$ cat src/rtl/clkdiv_pkg.sv
package clkdiv_pkg;
  parameter int unsigned SETUP_W_DEF = 8;
endpackage

$ cat src/rtl/clkdiv_ratio_reg.sv
module clkdiv_ratio_reg #(
  parameter int unsigned W = 8
) (
  input  logic         clk_i,
  input  logic         rst_ni,
  input  logic         srst_i,
  input  logic         tc_i,
  input  logic [W-1:0] setup_i,
  output logic [W-1:0] act_q_o,
  output logic [W-1:0] act_nxt_o
);
  always_comb begin
    if (srst_i)    act_nxt_o = '0;
    else if (tc_i) act_nxt_o = setup_i;
    else           act_nxt_o = act_q_o;
  end

  always_ff @(posedge clk_i or negedge rst_ni) begin
    if (!rst_ni) act_q_o <= '0;
    else         act_q_o <= act_nxt_o;
  end

  // ratio held through a running period
  p_hold_midperiod_r6: assert property (@(posedge clk_i) disable iff (!rst_ni)
    (!tc_i && !srst_i) |=> $stable(act_q_o));
endmodule

$ cat src/rtl/clkdiv_counter.sv
module clkdiv_counter #(
  parameter int unsigned W = 8
) (
  input  logic         clk_i,
  input  logic         rst_ni,
  input  logic         srst_i,
  input  logic [W-1:0] act_i,
  output logic [W-1:0] cnt_q_o,
  output logic [W-1:0] cnt_nxt_o,
  output logic         tc_o
);
  assign tc_o = (cnt_q_o == act_i);

  always_comb begin
    if (srst_i || tc_o) cnt_nxt_o = '0;
    else                cnt_nxt_o = cnt_q_o + 1'b1;
  end

  always_ff @(posedge clk_i or negedge rst_ni) begin
    if (!rst_ni) cnt_q_o <= '0;
    else         cnt_q_o <= cnt_nxt_o;
  end

  p_cnt_in_range_r1: assert property (@(posedge clk_i) disable iff (!rst_ni)
    cnt_q_o <= act_i);
  p_wrap_after_tc_r9: assert property (@(posedge clk_i) disable iff (!rst_ni)
    (tc_o && !srst_i) |=> (cnt_q_o == '0));
endmodule

$ cat src/rtl/clkdiv_wave.sv
module clkdiv_wave #(
  parameter int unsigned W = 8
) (
  input  logic         clk_i,
  input  logic         rst_ni,
  input  logic         srst_i,
  input  logic [W-1:0] cnt_i,
  input  logic [W-1:0] cnt_nxt_i,
  input  logic [W-1:0] act_nxt_i,
  output logic         q_o
);
  localparam int unsigned HW = W + 1;

  logic [HW-1:0] half_len;
  logic          q_nxt;

  // high phase length floor(N/2), N = act+1
  assign half_len = ({1'b0, act_nxt_i} + 1'b1) >> 1;
  assign q_nxt    = !srst_i && ({1'b0, cnt_nxt_i} < half_len);

  always_ff @(posedge clk_i or negedge rst_ni) begin
    if (!rst_ni) q_o <= 1'b0;
    else         q_o <= q_nxt;
  end

  // high phase always opens a period
  p_rise_at_start_r3: assert property (@(posedge clk_i) disable iff (!rst_ni)
    $rose(q_o) |-> (cnt_i == '0));
  p_low_after_clear_r8: assert property (@(posedge clk_i) disable iff (!rst_ni)
    $past(srst_i) |-> !q_o);
endmodule

$ cat src/rtl/clkdiv_top.sv
module clkdiv_top #(
  parameter int unsigned SETUP_W = clkdiv_pkg::SETUP_W_DEF
) (
  input  logic               clk_i,
  input  logic               rst_ni,
  input  logic               srst_i,
  input  logic [SETUP_W-1:0] setup_i,
  input  logic               invert_i,
  output logic               clk_o,
  output logic               tc_o
);
  logic [SETUP_W-1:0] act_q, act_nxt, cnt_q, cnt_nxt;
  logic               tc_raw, q, run_q, pass, base;

  clkdiv_ratio_reg #(.W(SETUP_W)) u_ratio (
    .clk_i, .rst_ni, .srst_i,
    .tc_i      (tc_raw),
    .setup_i,
    .act_q_o   (act_q),
    .act_nxt_o (act_nxt)
  );

  clkdiv_counter #(.W(SETUP_W)) u_cnt (
    .clk_i, .rst_ni, .srst_i,
    .act_i     (act_q),
    .cnt_q_o   (cnt_q),
    .cnt_nxt_o (cnt_nxt),
    .tc_o      (tc_raw)
  );

  clkdiv_wave #(.W(SETUP_W)) u_wave (
    .clk_i, .rst_ni, .srst_i,
    .cnt_i     (cnt_q),
    .cnt_nxt_i (cnt_nxt),
    .act_nxt_i (act_nxt),
    .q_o       (q)
  );

  // run_q masks outputs until the first active edge after any reset
  always_ff @(posedge clk_i or negedge rst_ni) begin
    if (!rst_ni) run_q <= 1'b0;
    else         run_q <= !srst_i;
  end

  assign pass  = (act_q == '0);
  assign base  = run_q && (pass ? clk_i : q);
  assign clk_o = base ^ invert_i;
  assign tc_o  = run_q && tc_raw;

  p_tc_quiet_idle_r7: assert property (@(posedge clk_i) disable iff (!rst_ni)
    !run_q |-> !tc_o);
  p_pass_tc_every_cycle_r4: assert property (@(posedge clk_i) disable iff (!rst_ni)
    (run_q && pass) |-> tc_o);
endmodule

$ cat config.mk
export PLATFORM = sky130hd
export DESIGN_NAME = clkdiv_top
export DESIGN_NICKNAME = d
export VERILOG_FILES = /design/src/rtl/clkdiv_pkg.sv /design/src/rtl/clkdiv_ratio_reg.sv /design/src/rtl/clkdiv_counter.sv /design/src/rtl/clkdiv_wave.sv /design/src/rtl/clkdiv_top.sv
export SDC_FILE = /design/constraint.sdc
export NUM_CORES = 1
export LEC_CHECK = 0
export ABC_AREA = 0
export BUFFER_PORTS_ARGS = -buffer_cell sky130_fd_sc_hd__buf_2
export CAP_MARGIN = 30
export CORE_UTILIZATION = 32
export CTS_BUF_LIST = sky130_fd_sc_hd__clkbuf_2
export CTS_CLUSTER_SIZE = 30
export DETAILED_ROUTE_END_ITERATION = 10
export HOLD_SLACK_MARGIN = 0.08
export PLACE_DENSITY = 0.56
export RECOVER_POWER = 50
export REMOVE_ABC_BUFFERS = 1
export SLEW_MARGIN = 10
export SYNTH_ARGS = -nofsm -noshare
export SYNTH_HDL_FRONTEND = slang
export SYNTH_SLANG_ARGS = --single-unit
$ cat constraint.sdc
create_clock -name clk_i -period 3.75 [get_ports clk_i]
set_input_delay 0.1875 -clock clk_i [delete_from_list [all_inputs] [get_ports clk_i]]
set_output_delay 0.1875 -clock clk_i [all_outputs]
set_load 0.1 [all_outputs]
=== After elaboration in Yosys (flattened, before gate mapping) ===
Cells that the tools add are included.

* Add/sub/neg operators: 2
* Order comparisons: 1
* Eq/ne operators: 1
* Mux-type cells: 4
* Bitwise operators: 1
* Reductions and logical operators: 6

{| class="wikitable"
|+ Operators by type and width
! kind !! number
|-
| 8-bit two-way mux || 3
|-
| 8-bit by 1-bit adder with 9-bit output (second input constant) || 1
|-
| 8-bit by 1-bit adder with 8-bit output (second input constant) || 1
|-
| 8-bit == test || 1
|-
| 8-bit logical NOT || 1
|-
| 8-bit less-than comparator || 1
|-
| 1-bit logical AND || 3
|-
| 1-bit logical NOT || 1
|-
| 1-bit logical OR || 1
|-
| 1-bit two-way mux || 1
|-
| 1-bit XOR || 1
|}

* Register bits: 18
* Input port bits: 12
* Output and inout bits: 2

=== Longest topological paths before layout ===
* Depth after elaboration: 6
* Mapped depth: 18

=== Hierarchy ===
From an unflattened synthesis, not the netlist that was laid out.

* Cells, all modules: 112
* Area, all modules: 1232.4 µm²

{| class="wikitable"
|+ By module, submodules not included
! module !! instances !! cells each !! area each (µm²)
|-
| clkdiv_counter || 1 || 46 || 521.8
|-
| clkdiv_ratio_reg || 1 || 26 || 325.3
|-
| clkdiv_wave || 1 || 31 || 289.0
|-
| clkdiv_top || 1 || 9 || 96.3
|}

==> qor.yml <==
run_status:
  status: "finished, final reports clean"
grt:
  grt_max_degree: 19
  grt_pass1_wl_microns: 5240
  grt_use_total_pct: 16.7
  antenna_found_initial: 0
  grt_pass1_vias: 1124
  grt_overflow_total: 0
drt:
  wirelength_microns: 2960
  wl_per_cell_microns: 13.8
  via_per_inst: 5.14
  ant_nets: 0
  drc_errors: 0
  drt-initial-drc-count: 53
  vias: 1101
  dr.pass1.iters: 4
worst_setup_path:
  worstPathRequired_ns: 4.09
  worstPathArrival_ns: 3.70
  reg2reg_depth: 16
  reg2reg_slack_ns: 0.39
  critPathLaunchType: "flop"
  slowest_stage: "dfrtp_1"
  r2r_end: "u_wave.q_o"
  crit_chain: "xnor2_1, nand4_1, nor2_4, mux2i_1, nor2_1, ha_1, and3_1, nand2_1, mux2_2, or3_1, ha_1, nand4_1, o21ai_0, nor4_1, o21ai_0, a21oi_1"
  r2r-start: "u_cnt.cnt_q_o[1]"
  worst-path-max-fanout: 5
  slowest_delay_ns: 0.49
  path_class: "flop to flop"
  critPathCaptureType: "flop"
floorplanning:
  die_w_microns: 65.7
  io_pins: 14
  rows: 22
  initial_core_util_pct: 34.4
  die_area_sq_mm: 0.00432
  core-area_sq_mm: 0.00377
  dieHeight_microns: 65.7
power:
  p_sw_share_pct: 49.4
  p_leak_nw: 0.680
  peakVddDrop_mv: 0.382
  switching_power_w: 0.000503
  seq_power_share_pct: 28.4
  power_density_mw_per_mm2: 672
  power_frac_comb_pct: 52.2
  p_int_w: 0.000515
  clkPwrFrac_pct: 19.4
clock_tree:
  cts_setup_buffers: 0
  clkTransAtPathRegs_ns: 0.19
  clkLatencyLatePin_ns: 0.40
  cts_tree: "done"
run:
  cap_violations: 0
synth:
  yosys-top-cells-area: "dfrtp_1 35%, xnor2_1 9.4%, ha_1 8.7%, xor2_1 8.1%, mux2i_1 6.2%"
  synth_top_cell_area_share_pct: 34.7
  synth.avg_cell_area_sq_um: 9.21
  yosysSeqAreaShare_pct: 34.7
  async_reset_ff_share_pct: 100
  synth_cell_types: 26
  ys.flop_type: "dfrtp_1"
  yosysWarnings: 0
  synth_area_leader_cell: "dfrtp_1"
  synth.most_common_cell: "dfrtp_1"
  ys_ff_latch: 18
  synth_common_cells: "18 x dfrtp_1, 16 x nor2_1, 14 x xnor2_1"
  synth_enable_flop_cells: 0
  syn_inst: 141
  syn_area_sq_mm: 0.00130
cells_and_area:
  antenna_cells: 0
  final_layout_size_suffix_gt1_share_pct: 13.9
  final_cell_count_no_fill: 214
  areaGrowthSynthToFinish_pct: 16.6
  nets: 188
  postLayoutCoreUtil_pct: 40.1
timing:
  hold_violations: 0
  finalSetupViolCount: 0
  tns_ns: 0
  slew_headroom_pct: 33.9
  fin_crit_sh_pct: 89.6
  finalClockSkew_ns: 0.0118
  max_freq_mhz: 298
  setup_ws_ns: 0.390
  fin_crit_ns: 3.36
  worstMarginPinSlew_ns: 0.992
  rsz0062_at_grt: "no"
  finalMaxSlewViolations: 0
worst_hold_path:
  hp-class: "input pin to flop"
  holdPathStages: 3
  hp-start: "setup_i[3]"
  min_to: "u_ratio.act_q_o[3]"
place:
  dp.cells: 200
  hpwl_microns: 2310
  place_ws_ns: 0.386
  portBuffers: 13
  gp_congestion: 0.825
-- cell usage in the layout, fill, tap and decap left out, types with 6 or more instances in the layout --
cell            n
nor2_1         16
buf_2          11
clkbuf_2        6
mux2i_1         8
dfrtp_1        17
xor2_1         12
nand3_1        13
ha_1            9
nand2_1        11
and3_1          6
xnor2_1        14
dlygate4sd3_1   7
-- state kept, by name (all words and copies together), names as in the netlist --
name	count
u_cnt.cnt_q_o	8
u_wave.q_o	1
u_ratio.act_q_o	8
run_q	1
-- through the flow --
stage	total power, W	hold slack [ns]	cell area (sq um)
2_1_floorplan	0.000740	-0.108	1270
3_3_place_gp	0.000873	0.148	1410
3_5_place_dp	0.000881	0.156	1410
4_1_cts	0.00101	0.0941	1500
5_1_grt	0.00110	0.0827	1510
6_report	0.00102	0.106	1510
-- routing by layer --
metal | routed length (microns) | global-route usage [%] | vias to the layer above
met4 | 21 | 5.98 | 0
met2 | 1310 | 24.7 | 22
li1 | - | - | 543
met3 | 142 | 7.64 | 3
met5 | 0 | 0 | -
met1 | 1480 | 21.1 | 533
-- critical path, delay by kind of cell (launching register included) --
kind	cells	cell delay, ns
flops	1	0.49
fa+ha+maj	2	0.51
mux	2	0.37
simple gates	8	1.43
xor+xnor	1	0.19
compound gates	3	0.34
-- area by class of cell --
class                           count  area [sq um]
Clock inverter                      1          3.75
Inverter                            3          11.3
Clock buffer                        7          35.0
Sequential cell                    18           452
Fill cell                         390          2260
Timing Repair Buffer               21           143
Multi-Input combinational cell    116           810
Tap cell                           48          60.1
-- how the worst max path moves through the flow --
stage                     cells past startpoint    endpoint                from  slack [ns]
final                                        16  u_wave.q_o    u_cnt.cnt_q_o[1]        0.39
after CTS                                    16  u_wave.q_o    u_cnt.cnt_q_o[1]        0.33
after global placement                       16  u_wave.q_o  u_ratio.act_q_o[3]        0.41
after detailed placement                     16  u_wave.q_o  u_ratio.act_q_o[3]        0.39
after global routing                         16  u_wave.q_o  u_ratio.act_q_o[3]       0.004
after floorplan                              16  u_wave.q_o  u_ratio.act_q_o[3]        0.19
-- power groups by stage --
| stage | clock, W | combinational, W | sequential [W] |
|---|---|---|---|
| floorplan | 0.0000727 | 0.000394 | 0.000273 |
| global placement | 0.0000788 | 0.000503 | 0.000292 |
| detailed placement | 0.0000788 | 0.000510 | 0.000292 |
| CTS | 0.000206 | 0.000520 | 0.000288 |
| global route | 0.000220 | 0.000588 | 0.000296 |
| finish | 0.000198 | 0.000531 | 0.000289 |
-- timing repair --
item | 4_1_cts | 5_1_grt
endpoints found under the setup margin | 0 | 1
gates resized for setup | 0 | 2
hold endpoints to repair | 23 | 1
hold buffers | 6 | 1
-- kinds of logic after synthesis --
| group | share of synthesized area (%) |
|---|---|
| fa+ha+maj | 8.67 |
| buf+inv | 3.37 |
| mux | 7.90 |
| compound gates | 5.78 |
| flops | 34.7 |
| simple gates | 22.1 |
| xor+xnor | 17.5 |
No activity file was read; power rests on OpenSTA's default activity.
